--- config.mk ---
export PLATFORM = sky130hd
export DESIGN_NAME = stpin_ctl
export DESIGN_NICKNAME = d
export VERILOG_FILES = /design/src/rtl/stpin_pkg.sv /design/src/rtl/stpin_lock_det.sv /design/src/rtl/stpin_pwr_seq.sv /design/src/rtl/stpin_pin_sel.sv /design/src/rtl/stpin_ctl.sv
export SDC_FILE = /design/constraint.sdc
export NUM_CORES = 1
export LEC_CHECK = 0
export BUFFER_PORTS_ARGS = -buffer_cell sky130_fd_sc_hd__clkbuf_2
export CAP_MARGIN = 20
export CORE_MARGIN = 2
export CORE_UTILIZATION = 47
export CTS_CLUSTER_SIZE = 16
export DETAILED_ROUTE_END_ITERATION = 6
export PLACE_DENSITY = 0.8
export SKIP_CTS_REPAIR_TIMING = 1
export SLEW_MARGIN = 10
export SYNTH_ARGS = -nofsm -noshare
export SYNTH_HDL_FRONTEND = slang
export SYNTH_SLANG_ARGS = --single-unit
--- constraint.sdc ---
create_clock -name clk -period 1.5 [get_ports clk]
set_input_delay 0.15 -clock clk [delete_from_list [all_inputs] [get_ports clk]]
set_output_delay 0.15 -clock clk [all_outputs]
set_load 0.03 [all_outputs]
--- src/rtl/stpin_pkg.sv ---
package stpin_pkg;
  localparam int NUM_CH = 2;
  localparam int CH_LB  = 0;
  localparam int CH_HB  = 1;

  typedef enum logic [2:0] {
    PIN_OFF, PIN_LOCK, PIN_REF, PIN_FB, PIN_FAST, PIN_RST
  } pin_fn_e;

  typedef struct packed {
    pin_fn_e            fn;
    logic [NUM_CH-1:0]  chan;   // bit CH_HB / CH_LB
  } mode_dec_t;

  // mode[3]=hb A, mode[2]=lb A, mode[1]=hb B, mode[0]=lb B
  function automatic mode_dec_t decode_mode(input logic [3:0] m);
    mode_dec_t d;
    d.fn   = PIN_OFF;
    d.chan = '0;
    case (m[1:0])
      2'b00: if (m[3:2] != 2'b00) begin
        d.fn   = PIN_LOCK;
        d.chan = {m[3], m[2]};
      end
      2'b01: begin
        d.fn   = m[2] ? PIN_FB : PIN_REF;
        d.chan = 2'b01;
      end
      2'b10: begin
        d.fn   = m[2] ? PIN_FB : PIN_REF;
        d.chan = 2'b10;
      end
      default: begin
        if (m[3:2] == 2'b00) d.fn = PIN_FAST;
        else begin
          d.fn   = PIN_RST;
          d.chan = {m[3], m[2]};
        end
      end
    endcase
    return d;
  endfunction
endpackage

--- src/rtl/stpin_lock_det.sv ---
module stpin_lock_det #(
  parameter int WIDTH_MAX   = 4,
  parameter int LOCK_CYCLES = 4
) (
  input  logic clk,
  input  logic rst,
  input  logic clr_i,
  input  logic ph_act_i,
  input  logic tick_i,
  output logic lock_o
);
  localparam int WCW = $clog2(WIDTH_MAX + 2);
  localparam int GCW = $clog2(LOCK_CYCLES + 1);
  localparam logic [WCW-1:0] W_SAT = WCW'(WIDTH_MAX + 1);
  localparam logic [WCW-1:0] W_LIM = WCW'(WIDTH_MAX);
  localparam logic [GCW-1:0] G_LAST = GCW'(LOCK_CYCLES - 1);

  logic [WCW-1:0] wcnt_q;
  logic [GCW-1:0] good_q;
  logic           over_q;
  logic           lock_q;
  logic           long_now;
  logic           over_any;

  // Pulse is longer than WIDTH_MAX once WIDTH_MAX active clocks already counted
  assign long_now = ph_act_i && (wcnt_q >= W_LIM);
  assign over_any = over_q | long_now;

  always_ff @(posedge clk) begin
    if (rst || clr_i) begin
      wcnt_q <= '0;
      good_q <= '0;
      over_q <= 1'b0;
      lock_q <= 1'b0;
    end else begin
      if (!ph_act_i)           wcnt_q <= '0;
      else if (wcnt_q != W_SAT) wcnt_q <= wcnt_q + 1'b1;

      if (tick_i) begin
        over_q <= 1'b0;
        if (over_any) begin
          good_q <= '0;
          lock_q <= 1'b0;
        end else if (good_q >= G_LAST) begin
          lock_q <= 1'b1;
        end else begin
          good_q <= good_q + 1'b1;
        end
      end else begin
        over_q <= over_any;
      end
    end
  end

  assign lock_o = lock_q;

  // lock can only be granted at the end of a comparison cycle
  assert_lock_rise_at_tick_R3: assert property (@(posedge clk) disable iff (rst)
    $rose(lock_q) |-> $past(tick_i));
endmodule

--- src/rtl/stpin_pwr_seq.sv ---
module stpin_pwr_seq (
  input  logic clk,
  input  logic rst,
  input  logic load_i,
  input  logic bit_i,
  input  logic tri_i,
  input  logic idle_i,
  output logic pd_o
);
  logic pd_q;
  logic pend_q;

  always_ff @(posedge clk) begin
    if (rst) begin
      pd_q   <= 1'b0;
      pend_q <= 1'b0;
    end else if (load_i) begin
      if (!bit_i) begin
        pd_q   <= 1'b0;
        pend_q <= 1'b0;
      end else if (tri_i) begin
        pd_q   <= 1'b1;
        pend_q <= 1'b0;
      end else begin
        pend_q <= 1'b1;
      end
    end else if (pend_q && idle_i) begin
      pd_q   <= 1'b1;
      pend_q <= 1'b0;
    end
  end

  assign pd_o = pd_q;

  assert_async_enter_R7: assert property (@(posedge clk) disable iff (rst)
    (load_i && bit_i && tri_i) |=> pd_q);

  assert_powerup_now_R9: assert property (@(posedge clk) disable iff (rst)
    (load_i && !bit_i) |=> !pd_q);

  // entry without the tri-state bit needs an idle charge pump
  assert_sync_waits_idle_R8: assert property (@(posedge clk) disable iff (rst)
    $rose(pd_q) |-> ($past(idle_i) || $past(load_i && tri_i)));
endmodule

--- src/rtl/stpin_pin_sel.sv ---
module stpin_pin_sel
  import stpin_pkg::*;
(
  input  logic              clk,
  input  logic              rst,
  input  logic [3:0]        mode_i,
  input  logic              hicur_i,
  input  logic [NUM_CH-1:0] lock_i,
  input  logic [NUM_CH-1:0] act_i,
  input  logic [NUM_CH-1:0] ref_tick_i,
  input  logic [NUM_CH-1:0] fb_tick_i,
  output logic              pin_o,
  output logic              fastlock_o,
  output logic [NUM_CH-1:0] rst_mode_o
);
  mode_dec_t         dec;
  logic              lock_ok;
  logic              pin_d;
  logic              fl_d;
  logic [NUM_CH-1:0] rst_d;
  logic              pin_q;
  logic              fl_q;
  logic [NUM_CH-1:0] rst_q;

  always_comb begin
    dec     = decode_mode(mode_i);
    lock_ok = 1'b1;
    for (int c = 0; c < NUM_CH; c++) begin
      if (dec.chan[c] && !(lock_i[c] && !act_i[c])) lock_ok = 1'b0;
    end
    pin_d = 1'b0;
    fl_d  = 1'b0;
    rst_d = '0;
    case (dec.fn)
      PIN_LOCK: pin_d = lock_ok;
      PIN_REF:  pin_d = |(ref_tick_i & dec.chan);
      PIN_FB:   pin_d = |(fb_tick_i & dec.chan);
      PIN_FAST: begin
        fl_d  = hicur_i;
        pin_d = !hicur_i;
      end
      PIN_RST:  rst_d = dec.chan;
      default:  pin_d = 1'b0;
    endcase
  end

  always_ff @(posedge clk) begin
    if (rst) begin
      pin_q <= 1'b0;
      fl_q  <= 1'b0;
      rst_q <= '0;
    end else begin
      pin_q <= pin_d;
      fl_q  <= fl_d;
      rst_q <= rst_d;
    end
  end

  assign pin_o      = pin_q;
  assign fastlock_o = fl_q;
  assign rst_mode_o = rst_q;

  assert_off_pin_low_R1: assert property (@(posedge clk) disable iff (rst)
    (mode_i == 4'b0000) |=> !pin_q);

  assert_fast_switch_R5: assert property (@(posedge clk) disable iff (rst)
    (mode_i == 4'b0011 && hicur_i) |=> (fl_q && !pin_q));
endmodule

--- src/rtl/stpin_ctl.sv ---
module stpin_ctl
  import stpin_pkg::*;
#(
  parameter int WIDTH_MAX   = 4,
  parameter int LOCK_CYCLES = 4
) (
  input  logic       clk,
  input  logic       rst,
  input  logic [3:0] mode_i,
  input  logic       hb_hicur_i,
  input  logic [1:0] ph_up_i,
  input  logic [1:0] ph_dn_i,
  input  logic [1:0] ref_tick_i,
  input  logic [1:0] fb_tick_i,
  input  logic [1:0] cp_idle_i,
  input  logic [1:0] tri_bit_i,
  input  logic [1:0] pd_bit_i,
  input  logic [1:0] pd_load_i,
  output logic       pin_o,
  output logic       fastlock_o,
  output logic [1:0] cnt_rst_o,
  output logic [1:0] cp_hiz_o,
  output logic [1:0] pd_o,
  output logic       osc_off_o
);
  logic [NUM_CH-1:0] act;
  logic [NUM_CH-1:0] lock;
  logic [NUM_CH-1:0] rst_mode;
  logic [NUM_CH-1:0] pd;

  assign act = ph_up_i | ph_dn_i;

  for (genvar c = 0; c < NUM_CH; c++) begin : g_ch
    stpin_lock_det #(
      .WIDTH_MAX  (WIDTH_MAX),
      .LOCK_CYCLES(LOCK_CYCLES)
    ) u_lock (
      .clk     (clk),
      .rst     (rst),
      .clr_i   (cnt_rst_o[c]),
      .ph_act_i(act[c]),
      .tick_i  (ref_tick_i[c]),
      .lock_o  (lock[c])
    );

    stpin_pwr_seq u_pwr (
      .clk   (clk),
      .rst   (rst),
      .load_i(pd_load_i[c]),
      .bit_i (pd_bit_i[c]),
      .tri_i (tri_bit_i[c]),
      .idle_i(cp_idle_i[c]),
      .pd_o  (pd[c])
    );
  end

  stpin_pin_sel u_sel (
    .clk       (clk),
    .rst       (rst),
    .mode_i    (mode_i),
    .hicur_i   (hb_hicur_i),
    .lock_i    (lock),
    .act_i     (act),
    .ref_tick_i(ref_tick_i),
    .fb_tick_i (fb_tick_i),
    .pin_o     (pin_o),
    .fastlock_o(fastlock_o),
    .rst_mode_o(rst_mode)
  );

  assign cnt_rst_o = rst_mode | pd;
  assign cp_hiz_o  = rst_mode;
  assign pd_o      = pd;
  assign osc_off_o = &pd;

  // oscillator off implies each channel is down
  assert_osc_needs_both_R10: assert property (@(posedge clk) disable iff (rst)
    osc_off_o |-> (pd_o == 2'b11));
endmodule

-- Yosys cells after proc, flatten, opt, wreduce, memory -nomap -nowiden
Cells that the tools add are included.
- add/sub/neg operators: 4
- $mul: 0
- divide/modulo/power cells: 0
- order comparisons: 4
- equal/unequal tests: 13
- shifts and indexed selects: 0
- multiplexer cells: 32
- bitwise logic cells: 10
- reduce and logical (&&, ||, !) cells: 37
- operator list (kind ; number):
    1-bit two-way mux ; 24
    2-bit OR reduction ; 8
    3-bit two-way mux ; 5
    5-bit one-hot mux with 3 select lines ; 1
    2-bit AND reduction ; 7
    3-bit by 1-bit adder with 3-bit output (second input constant) ; 4
    3-bit inequality test (second input constant) ; 4
    2-bit nonzero test ; 5
    1-bit logical AND ; 8
    3-bit by 2-bit equality test with 1-bit output (second input constant) ; 2
    3-bit equality test (second input constant) ; 2
    3-bit by 2-bit greater-or-equal comparator with 1-bit output (second input constant) ; 2
    3-bit greater-or-equal comparator (second input constant) ; 2
    1-bit zero test ; 5
    2-bit bitwise AND ; 2
    2-bit zero test ; 2
    2-bit by 1-bit inequality test with 1-bit output (second input constant) ; 2
    1-bit inverter ; 4
    2-bit OR ; 2
    1-bit one-hot mux with 4 select lines ; 1
    3-bit by 1-bit equality test with 1-bit output (second input constant) ; 1
    2-bit by 1-bit equality test with 1-bit output (second input constant) ; 1
    2-bit equality test (second input constant) ; 1
    1-bit logical OR ; 2
    2 further kinds ; 3
- register bits after elaboration: 24
- latch bits: 0
- bits in writable memories: 0
- bits in read-only memories: 0
- input bits: 23
- output and inout port bits: 9
- word-level logic and storage cells: 115
- memories: 0

-- Longest topological paths before layout
Gate-level depths: netlist of run 1.
- word-level depth: 8
- depth in mapped cells: 6
- gate-level depth less buffers: 6

-- Hierarchy
From an unflattened synthesis of run 1, not the netlist that was laid out.
- cell total of the unflattened synthesis: 147
- area, all modules: 1260.0 µm²
- by module, submodules not included (module ; times used ; cells an instance ; area each (µm²) ; seq. area each (µm²)):
    stpin_lock_det ; 2 ; 42 ; 361.6 ; 160.2
    stpin_pin_sel ; 1 ; 40 ; 331.6 ; 80.1
    stpin_pwr_seq ; 2 ; 9 ; 86.3 ; 40.0
    stpin_ctl ; 1 ; 5 ; 32.5 ; 0.0

-- Worst setup path after synthesis of run 1
OpenSTA, ideal clock, no wires.
- path kind: flip-flop to flip-flop
- start point: register g_ch[0].u_lock.good_q[0]
- end point: register g_ch[0].u_lock.good_q[0]
- library setup time: 0.070 ns
- data arrival time: 1.553 ns
- path slack: -0.123 ns
- stages on the path, launching flop included: 7
- period minus slack after synthesis: 1.623 ns
- cell sequence: dfxtp_1 -> ha_1 -> ha_1 -> a211oi_1 -> nand2_1 -> or3_1 -> a21oi_1
- cells in the longest elaborated chain, start to end: 3
- ends and longest elaborated chain (element ; line ; text):
    start: declaration ; stpin_lock_det.sv:19 ; logic [GCW-1:0] good_q;
    start signal: assignment ; stpin_lock_det.sv:47 ; good_q <= good_q + 1'b1;
    3-bit by 1-bit adder with 3-bit output or 3-bit by 2-bit greater-or-equal comparator with 1-bit output (tied branches) ; stpin_lock_det.sv:47, stpin_lock_det.sv:44 ;
    3-bit two-way mux or 2-bit by 1-bit inequality test with 1-bit output (tied branches) ; n/a ;
    3-bit two-way mux or 2-bit AND reduction (tied branches) ; n/a ;
Parallel ways exist; a longest one is shown, timed or not. The select of a mux whose other input is x is not followed.
A chain may end at the register's enable or synchronous reset.

-- Final worst setup path of run 1
- start point: register g_ch[1].u_lock.good_q[1]
- end point: register g_ch[1].u_lock.good_q[0]
- cells in the longest elaborated chain, start to end: 3
- ends and longest elaborated chain (element ; line ; text):
    start: declaration ; stpin_lock_det.sv:19 ;
    start signal: assignment ; stpin_lock_det.sv:47 ;
    3-bit by 2-bit greater-or-equal comparator with 1-bit output ; stpin_lock_det.sv:44 ; end else if (good_q >= G_LAST) begin
    2-bit by 1-bit inequality test with 1-bit output (no source line) ; n/a ;
    2-bit AND reduction (no source line) ; n/a ;
Every way passes these cells.

==> out/qor.yml, run 1 <==
drc: 0
hpwlAfterDp_mm: 2.165
slew_violations: 0
ios: 32
port_buffers: 31
rsz0062_at_grt: "yes"
finalHoldViolations: 0
synth_area_leaders: "dfxtp_1 37%, ha_1 11%, nor2_1 4.6%"
ys_ff_latch: 24
firstDrtPassIters: 4
core_area_sq_um: 2710
whs_path_depth: 2
final_layout_size_suffix_gt1_frac: 0.3698
p_per_area_nw_per_um2: 781.3
synth_top_area_frac: 0.3671
max_freq_mhz: 643.0
synth_top_cells_by_count: "24 x dfxtp_1, 16 x nor2_1, 12 x ha_1, 12 x nand2_1, 8 x a21oi_1"
timing.max_cap.violations: 0
drt-initial-drc-count: 58
nFillCells: 252
worstRegToRegCells: 6
grt_pass1_wl_mm: 4.678
relSlewSlack: 0.7494
dieArea_sq_um: 3223
final_cell_area_sq_um: 1688
yosysTopAreaCell: "dfxtp_1"
irDropWorstVdd_mv: 0.4743
ant_nets: 0
reg2reg_from: "g_ch[1].u_lock.good_q[1]"
htree_levels: 1
overflow: 0
finalCritPeriodShare: 1.037
grt_pass1_vias: 1185
critPathMaxFanout: 2
path_clk_slew_ps: 130
skew_ps: 2.110
dp_cells: 217
regToRegSetupSlack_ps: -60
status: "finished, violations left"
tritoncts: "done"
synth-seq-area-share: 0.3671
wirelength_mm: 2.761
dieWidth_um: 56.77
min_to: "g_ch[0].u_pwr.pend_q"
hp-class: "primary input to flip-flop"
root_buffer: "clkbuf_4"
chipHeight_um: 56.77
dr_total_vias: 1199
stdcell_count: 223
p_leak_nw: 0.7446
antenna_found_initial: 0
synthDistinctLibCells: 38
synth_flop_cell: "dfxtp_1"
arrival_ps: 1810
crit_start: "g_ch[1].u_lock.good_q[1]"
area_growth_pct: 28.97
grt_max_degree: 14
clk_latency_ps: 320
cp.required_ps: 1760
diodes: 0
layout_min_cycle_time_ps: 1555
synth-edff-count: 0
avgRoutedWirePerCell_um: 12.38
setup_viol: 1
start_util: 0.4829
place_congestion: 0.8085
place_ws_ps: -111.5
cts.sinks: 24
synth_area_per_cell_sq_um: 8.725
clock_path_buffers: 2
tightest_slew_ps: 371.8
fin_ws_ps: -55.15
cp-end-kind: "flip-flop"
row_count: 19
cts_buffers: 3
start_kind: "flip-flop"
crit_type: "flip-flop to flip-flop"
ys.warnings.count: 0
viasPerCell: 5.377
syn_inst: 150
syn_area_sq_um: 1309
worstReg2RegEnd: "g_ch[1].u_lock.good_q[0]"
ys_async_sr_fraction: 0
dpl_cell_area_sq_um: 1550
holdCritStartpoint: "rst"
violations: "setup timing"
final_nets: 228
synth_fp_nets: 185
grtUsageTotal: 0.1803
fin_tns_setup_ps: -55.15
synth.most_common_cell: "dfxtp_1"
-- kinds of logic after synthesis --
kind of cell	Yosys count	synth area share
compound gates	35	0.1922
xor+xnor	2	0.01339
fa+ha+maj	12	0.1147
buf+inv	12	0.05162
flops	24	0.3671
simple gates	65	0.2610
-- worst max-delay path: stages (launching register included) --
cell      delay [ps]
dfxtp_2          360
ha_4             160
ha_4             150
a211oi_2         240
nand2_1          110
or3_1            360
a21oi_1          120
-- routing by layer --
metal / GRT usage / share of wire
met1: 0.2119 / 0.45
met2: 0.3140 / 0.47
met3: 0.02765 / 0.053
met4: 0.09302 / 0.020
met5: 0 / 0
-- registers in the layout, summed over array words and instances, names as in the netlist --
signal and count:
g_ch.u_lock.good_q 6, g_ch.u_pwr.pend_q 2, g_ch.u_lock.wcnt_q 6, g_ch.u_lock.lock_o 2, u_sel.fastlock_o 1, u_sel.rst_mode_o 2, g_ch.u_pwr.pd_o 2, u_sel.pin_o 1
g_ch.u_lock.over_q 2
-- worst max-delay path by stage --
| stage | to | slack (ps) | depth (start not counted) |
|---|---|---|---|
| floorplan | g_ch[0].u_lock.good_q[0] | -40 | 6 |
| global placement | u_sel.pin_o | -40 | 6 |
| detailed placement | u_sel.pin_o | -110 | 6 |
| CTS | g_ch[0].u_lock.good_q[0] | -100 | 6 |
| global route | g_ch[1].u_lock.good_q[0] | -110 | 6 |
| finish | g_ch[1].u_lock.good_q[0] | -60 | 6 |
-- metrics by stage --
stage	power (W)	utilization	hold slack, ps
floorplan	0.0008655	-	219.1
global placement	0.0009488	0.5720	382.8
detailed placement	0.0009628	0.5720	384.8
CTS	0.001311	0.5854	24.49
global route	0.001377	0.6228	49.24
finish	0.001319	0.6228	44.29
-- report_power, final --
part / leakage, nW / internal (W) / switching (W) / total, W
logic: 0.526 / 0.000135 / 0.000147 / 0.000282
registers: 0.198 / 0.000669 / 0.0000236 / 0.000693
clock network: 0.0210 / 0.000149 / 0.000195 / 0.000344
-- placed cells by master (no fill, tap or decap), drive strengths merged, types with 3 or more instances in the layout --
master,n
clkbuf,35
inv,6
ha,12
buf,13
nor2,16
or3,4
a211oi,6
or2,6
nor2b,4
dfxtp,24
o21a,6
nor3,6
a22oi,3
nand2,12
and2,4
a21oi,8
-- cell type report --
cell class                 count  area, sq um  area share
timing repair buffer          44        256.5      0.1520
sequential                    24        486.7      0.2884
multi-input combinational    114        847.1      0.5019
tap                           31        38.79     0.02298
inverter                       6        22.52     0.01334
clock buffer                   4        36.28     0.02150
No activity file was read; power rests on OpenSTA's default activity.
==> run 2: changes to the inputs <==
SKIP_CTS_REPAIR_TIMING = default   (was 1)
==> run 2 against run 1 <==
Compared with the run above:
- critical path depth unchanged
- critical endpoint unchanged
- the run now ends clean
- sequential cell count unchanged
- final cell count up 0.45%
==> out/qor.yml, run 2 (synthesized netlist as in run 1, its figures left out) <==
status: "finished clean"  # was finished, violations left
htree_levels: 1  # unchanged
final_util: 0.6223  # was 0.6228
holdCritStartpoint: "rst"  # unchanged
final_common_cell: "clkbuf_2"  # unchanged
dpl_cell_area_sq_um: 1550  # unchanged
start_kind: "flip-flop"  # unchanged
whs_path_depth: 2  # unchanged
nFillCells: 250  # was 252
setup_viol: 0  # was 1
worstReg2RegEnd: "g_ch[1].u_lock.good_q[0]"  # unchanged
regToRegSetupSlack_ps: 7  # was -60 ps
arrival_ps: 1750  # was 1810 ps
final_cell_mix: "31 x clkbuf_2, 19 x dfxtp_1, 16 x nor2_1"  # unchanged
cts_buffers: 3  # unchanged
cp-end-kind: "flip-flop"  # unchanged
path_clk_slew_ps: 130  # about the same
irDropWorstVdd_mv: 0.4696  # was 0.4743 mV
dieWidth_um: 56.77  # unchanged
multiInputGateArea_sq_um: 842.1  # was 847.1 sq um
drc: 0  # unchanged
crit_type: "flip-flop to flip-flop"  # unchanged
drt-initial-drc-count: 61  # was 58
tightest_slew_ps: 371.9  # was 371.8 ps
hpwlAfterDp_mm: 2.165  # unchanged
seq_area_sq_um: 486.7  # unchanged
start_util: 0.4829  # unchanged
min_to: "g_ch[0].u_pwr.pend_q"  # unchanged
tritoncts: "done"  # unchanged
cp.required_ps: 1760  # about the same
antenna_found_initial: 0  # unchanged
final_nets: 229  # was 228
dieArea_sq_um: 3223  # unchanged
viasPerCell: 5.420  # was 5.377
timing.max_cap.violations: 0  # unchanged
grt_max_degree: 14  # unchanged
clk_latency_ps: 320  # about the same
grt_pass1_vias: 1219  # was 1185
place_congestion: 0.8085  # unchanged
core_area_sq_um: 2710  # unchanged
area_growth_pct: 28.87  # was 28.97%
grt_pass1_wl_mm: 4.816  # was 4.678 mm
avgRoutedWirePerCell_um: 12.26  # was 12.38 um
firstDrtPassIters: 4  # unchanged
finalHoldViolations: 0  # unchanged
rsz0062_at_grt: "yes"  # unchanged
max_freq_mhz: 669.7  # was 643.0 MHz
power.total_w: 0.001316  # was 0.001319 W
worstRegToRegCells: 6  # unchanged
reg2reg_from: "g_ch[1].u_lock.good_q[1]"  # unchanged
p_leak_nw: 0.7494  # was 0.7446 nW
final_cell_area_sq_um: 1687  # was 1688 sq um
grtUsageTotal: 0.1856  # was 0.1803
skew_ps: 3.533  # was 2.110 ps
slew_violations: 0  # unchanged
chipHeight_um: 56.77  # unchanged
root_buffer: "clkbuf_4"  # unchanged
clock_path_buffers: 2  # unchanged
ant_nets: 0  # unchanged
layout_min_cycle_time_ps: 1493  # was 1555 ps
top_regs: "g_ch.u_lock.good_q (6), g_ch.u_lock.wcnt_q (6)"  # unchanged
critPathMaxFanout: 2  # unchanged
cts.sinks: 24  # unchanged
hp-class: "primary input to flip-flop"  # unchanged
wirelength_mm: 2.746  # was 2.761 mm
row_count: 19  # unchanged
diodes: 0  # unchanged
dr_total_vias: 1214  # was 1199
ios: 32  # unchanged
port_buffers: 31  # unchanged
finalCritPeriodShare: 0.9954  # was 1.037
relSlewSlack: 0.7493  # was 0.7494
p_per_area_nw_per_um2: 780.5  # was 781.3 nW/um^2
overflow: 0  # unchanged
final_layout_size_suffix_gt1_frac: 0.3782  # was 0.3698
[run 2: cell type report]
cell class	instances	share of cell area
clock buffer	4	0.02151
inverter	6	0.01335
multi-input combinational	114	0.4993
sequential	24	0.2886
tap	31	0.02300
timing repair buffer	45	0.1543
[run 2: repair_timing]
action | in CTS | in global routing
hold endpoints to repair | 0 | 0
setup endpoints to repair | 2 | 7
hold buffers | 0 | 0
gates resized for setup | 3 | 14
setup buffers | 2 | 1
pin swaps | 3 | 6
[run 2: stage by stage]
stage / cells / TNS (ps) / hold slack [ps] / worst slack [ps]
floorplan: 150 / -38.96 / 219.1 / -38.96
global placement: 217 / -38.39 / 382.8 / -38.39
detailed placement: 217 / -166.6 / 384.8 / -111.5
CTS: 223 / 0 / 24.49 / 4.384
global route: 224 / -157.2 / 49.45 / -87.38
finish: 224 / 0 / 41.40 / 6.828
[run 2: per-layer routing]
layer	vias up	GRT usage	share of wire
met5	-	0	0
met4	0	0.09967	0.023
met3	7	0.02765	0.056
met2	32	0.3256	0.48
met1	560	0.2148	0.44
li1	615	-	-
[run 2: worst max-delay path, stage by stage, from the launching register on]
cell      delay (ps)
dfxtp_2          360
ha_4             160
ha_4             150
a211oi_4         210
nand2_1           90
or3_1            350
a21oi_1          120
[run 2: worst max path at each step]
stage                                          end                     start
after floorplan           g_ch[0].u_lock.good_q[0]  g_ch[0].u_lock.good_q[0]
after global placement                 u_sel.pin_o                 mode_i[0]
after detailed placement               u_sel.pin_o                 mode_i[0]
after CTS                 g_ch[1].u_lock.good_q[0]  g_ch[1].u_lock.good_q[1]
after global routing      g_ch[1].u_lock.good_q[0]  g_ch[1].u_lock.good_q[1]
final                     g_ch[1].u_lock.good_q[0]  g_ch[1].u_lock.good_q[1]
[run 2: power breakdown]
| group | switching (W) | internal (W) | leakage (nW) |
|---|---|---|---|
| sequential | 0.0000218 | 0.000669 | 0.198 |
| combinational | 0.000146 | 0.000136 | 0.531 |
| clock | 0.000195 | 0.000149 | 0.0210 |
==> run 3: changes to the inputs <==
CORE_UTILIZATION = 50   (was 47)
GPL_TIMING_DRIVEN = 0   (was default)
PLACE_DENSITY = 0.81   (was 0.8)
clock period = 1.83 ns   (was 1.5 ns; I/O delays follow)
==> run 3 against run 2 <==
Compared with the run above:
- first-iteration DRC count decreased by 72%
- sequential share of layout area rose by 2.3 points
- worst setup slack better by 56 ps
- clock skew grew 9.9 ps
- combinational power decreased by 29%
- total power fell by 21%
- fmax fell by 15%
- critical endpoint is now g_ch[0].u_lock.good_q[0]
- highest routed layer unchanged
==> out/qor.yml, run 3 (synthesized netlist as in run 1, its figures left out) <==
slew_violations: 0  # unchanged
irDropWorstVdd_mv: 0.5329  # was 0.4696 mV
overflow: 0  # unchanged
layout_min_cycle_time_ps: 1767  # was 1493 ps
ios: 32  # unchanged
worstReg2RegEnd: "g_ch[0].u_lock.good_q[0]"  # was g_ch[1].u_lock.good_q[0]
place_ws_ps: 46.43  # was -111.5 ps
grt-busiest-layer: "met2"  # unchanged
dp_cells: 210  # was 217
status: "finished clean"  # unchanged
grt_max_degree: 14  # unchanged
port_buffers: 30  # was 31
worstRegToRegCells: 6  # unchanged
final_layout_size_suffix_gt1_frac: 0.2772  # was 0.3782
grtUsageMet1: 0.2020  # was 0.2148
slowest_stage: "dfxtp_1"  # was dfxtp_2
final_common_cell: "clkbuf_2"  # unchanged
top_regs: "g_ch.u_lock.good_q (6), g_ch.u_lock.wcnt_q (6)"  # unchanged
whs_ps: 113.4  # was 41.40 ps
gr-usage-met3: 0.04032  # was 0.02765
critPathMostFrequentCell: "ha_1"  # was ha_4
power.total_w: 0.001042  # was 0.001316 W
grt_pass1_wl_mm: 3.898  # was 4.816 mm
grt_pass1_vias: 1005  # was 1219
finalHoldViolations: 0  # unchanged
skew_ps: 13.46  # was 3.533 ps
holdBufCountCts: 0  # unchanged
cp-endpoint: "g_ch[0].u_lock.good_q[0]"  # was g_ch[1].u_lock.good_q[0]
cp.required_ps: 2090  # was 1760 ps
start_kind: "flip-flop"  # unchanged
relSlewSlack: 0.7648  # was 0.7493
drc: 0  # unchanged
seq_area_sq_um: 480.5  # was 486.7 sq um
dieArea_sq_um: 3043  # was 3223 sq um
cp-end-kind: "flip-flop"  # unchanged
cp_top_family: "compound AO/OA/AOI/OAI gates"  # was simple AND/OR/NAND/NOR gates
rsz0062_at_grt: "no"  # was yes
setup_viol: 0  # unchanged
clock_path_buffers: 2  # unchanged
stdcell_count: 214  # was 224
tritoncts: "done"  # unchanged
row_count: 18  # was 19
critical_path_depth: 6  # unchanged
max_freq_mhz: 566.0  # was 669.7 MHz
place_congestion: 0.8128  # was 0.8085
start_util: 0.5283  # was 0.4829
path_clk_slew_ps: 130  # about the same
crit_type: "flip-flop to flip-flop"  # unchanged
antenna_found_initial: 0  # unchanged
dieWidth_um: 55.16  # was 56.77 um
critPathMaxFanout: 4  # was 2
regToRegSetupSlack_ps: 60  # was 7 ps
whs_path_depth: 2  # unchanged
ant_nets: 0  # unchanged
cts_buffers: 3  # unchanged
viasPerCell: 5.453  # was 5.420
fin_tns_setup_ps: 0  # unchanged
final_nets: 220  # was 229
nFillCells: 212  # was 250
cp_cell_sequence: "ha_1, ha_1, a211oi_2, nand2_1, or3_1, a21oi_1"  # was ha_4, ha_4, a211oi_4, nand2_1, or3_1, a21oi_1
slowest_delay_ps: 380  # was 360 ps
htree_levels: 1  # unchanged
core_area_sq_um: 2477  # was 2710 sq um
final_cell_mix: "30 x clkbuf_2, 24 x dfxtp_1, 16 x nor2_1"  # was 31 x clkbuf_2, 19 x dfxtp_1, 16 x nor2_1
timing.max_cap.violations: 0  # unchanged
p_per_area_nw_per_um2: 675.7  # was 780.5 nW/um^2
fin_ws_ps: 63.23  # was 6.828 ps
crit_start: "g_ch[0].u_lock.good_q[0]"  # was g_ch[1].u_lock.good_q[1]
tightest_slew_ps: 348.3  # was 371.9 ps
root_buffer: "clkbuf_4"  # unchanged
cp.buffers_inverters: 0  # unchanged
reg2reg_from: "g_ch[0].u_lock.good_q[0]"  # was g_ch[1].u_lock.good_q[1]
arrival_ps: 2020  # was 1750 ps
clk_latency_ps: 310  # was 320 ps
hpwlAfterDp_mm: 2.110  # was 2.165 mm
dr_total_vias: 1167  # was 1214
p_leak_nw: 0.6977  # was 0.7494 nW
hp-class: "primary input to flip-flop"  # unchanged
cts.sinks: 24  # unchanged
diodes: 0  # unchanged
use_met2: 0.3214  # was 0.3256
wirelength_mm: 2.635  # was 2.746 mm
multiInputGateArea_sq_um: 770.7  # was 842.1 sq um
area_growth_pct: 17.88  # was 28.87%
chipHeight_um: 55.16  # was 56.77 um
grtUsageTotal: 0.1781  # was 0.1856
finalCritPeriodShare: 0.9654  # was 0.9954
drt-initial-drc-count: 17  # was 61
firstDrtPassIters: 4  # unchanged
avgRoutedWirePerCell_um: 12.31  # was 12.26 um
-- run 3: routing by layer --
layer  up-vias  wire, um
met5         -         0
met4         0        25
met3         4       132
met2        27      1313
met1       537      1164
li1        599         -
-- run 3: metrics by stage --
stage          utilization  instance area (sq um)
5_1_grt             0.6227                   1543
4_1_cts             0.6187                   1533
2_1_floorplan            -                   1309
3_5_place_dp        0.6040                   1496
6_report            0.6227                   1543
3_3_place_gp        0.6040                   1496
-- run 3: how the worst min path moves through the flow --
| stage | startpoint | endpoint | slack (ps) |
|---|---|---|---|
| global route | hb_hicur_i | u_sel.fastlock_o | 110 |
| finish | hb_hicur_i | u_sel.fastlock_o | 110 |
| floorplan | rst | g_ch[0].u_pwr.pend_q | 250 |
| CTS | hb_hicur_i | u_sel.fastlock_o | 100 |
| detailed placement | mode_i[3] | u_sel.rst_mode_o[1] | 440 |
| global placement | mode_i[3] | u_sel.rst_mode_o[1] | 440 |
-- run 3: layout make-up --
class / instances / share of cell area
repair buffers: 30 / 0.09732
well taps: 30 / 0.02433
inverters: 6 / 0.01460
multi-input cells: 114 / 0.4996
clock buffers: 4 / 0.02352
plain buffers: 6 / 0.02920
flip-flops and latches: 24 / 0.3114
-- run 3: repair_timing --
action	in CTS	in global routing
buffers inserted	0	0
gates resized for setup	0	2
endpoints found under the setup margin	0	2
-- run 3: worst register-to-register path, stage by stage (launching register included) --
cell      delay, ps
dfxtp_1         380
ha_1            230
ha_1            190
a211oi_2        330
nand2_1         120
or3_1           320
a21oi_1         140
-- run 3: report_power, final --
| group | switching, W | total, W | internal (W) |
|---|---|---|---|
| combinational | 0.000107 | 0.000199 | 0.0000918 |
| sequential | 0.0000230 | 0.000570 | 0.000547 |
| clock | 0.000152 | 0.000273 | 0.000121 |
| total | 0.000282 | 0.00104 | 0.000760 |
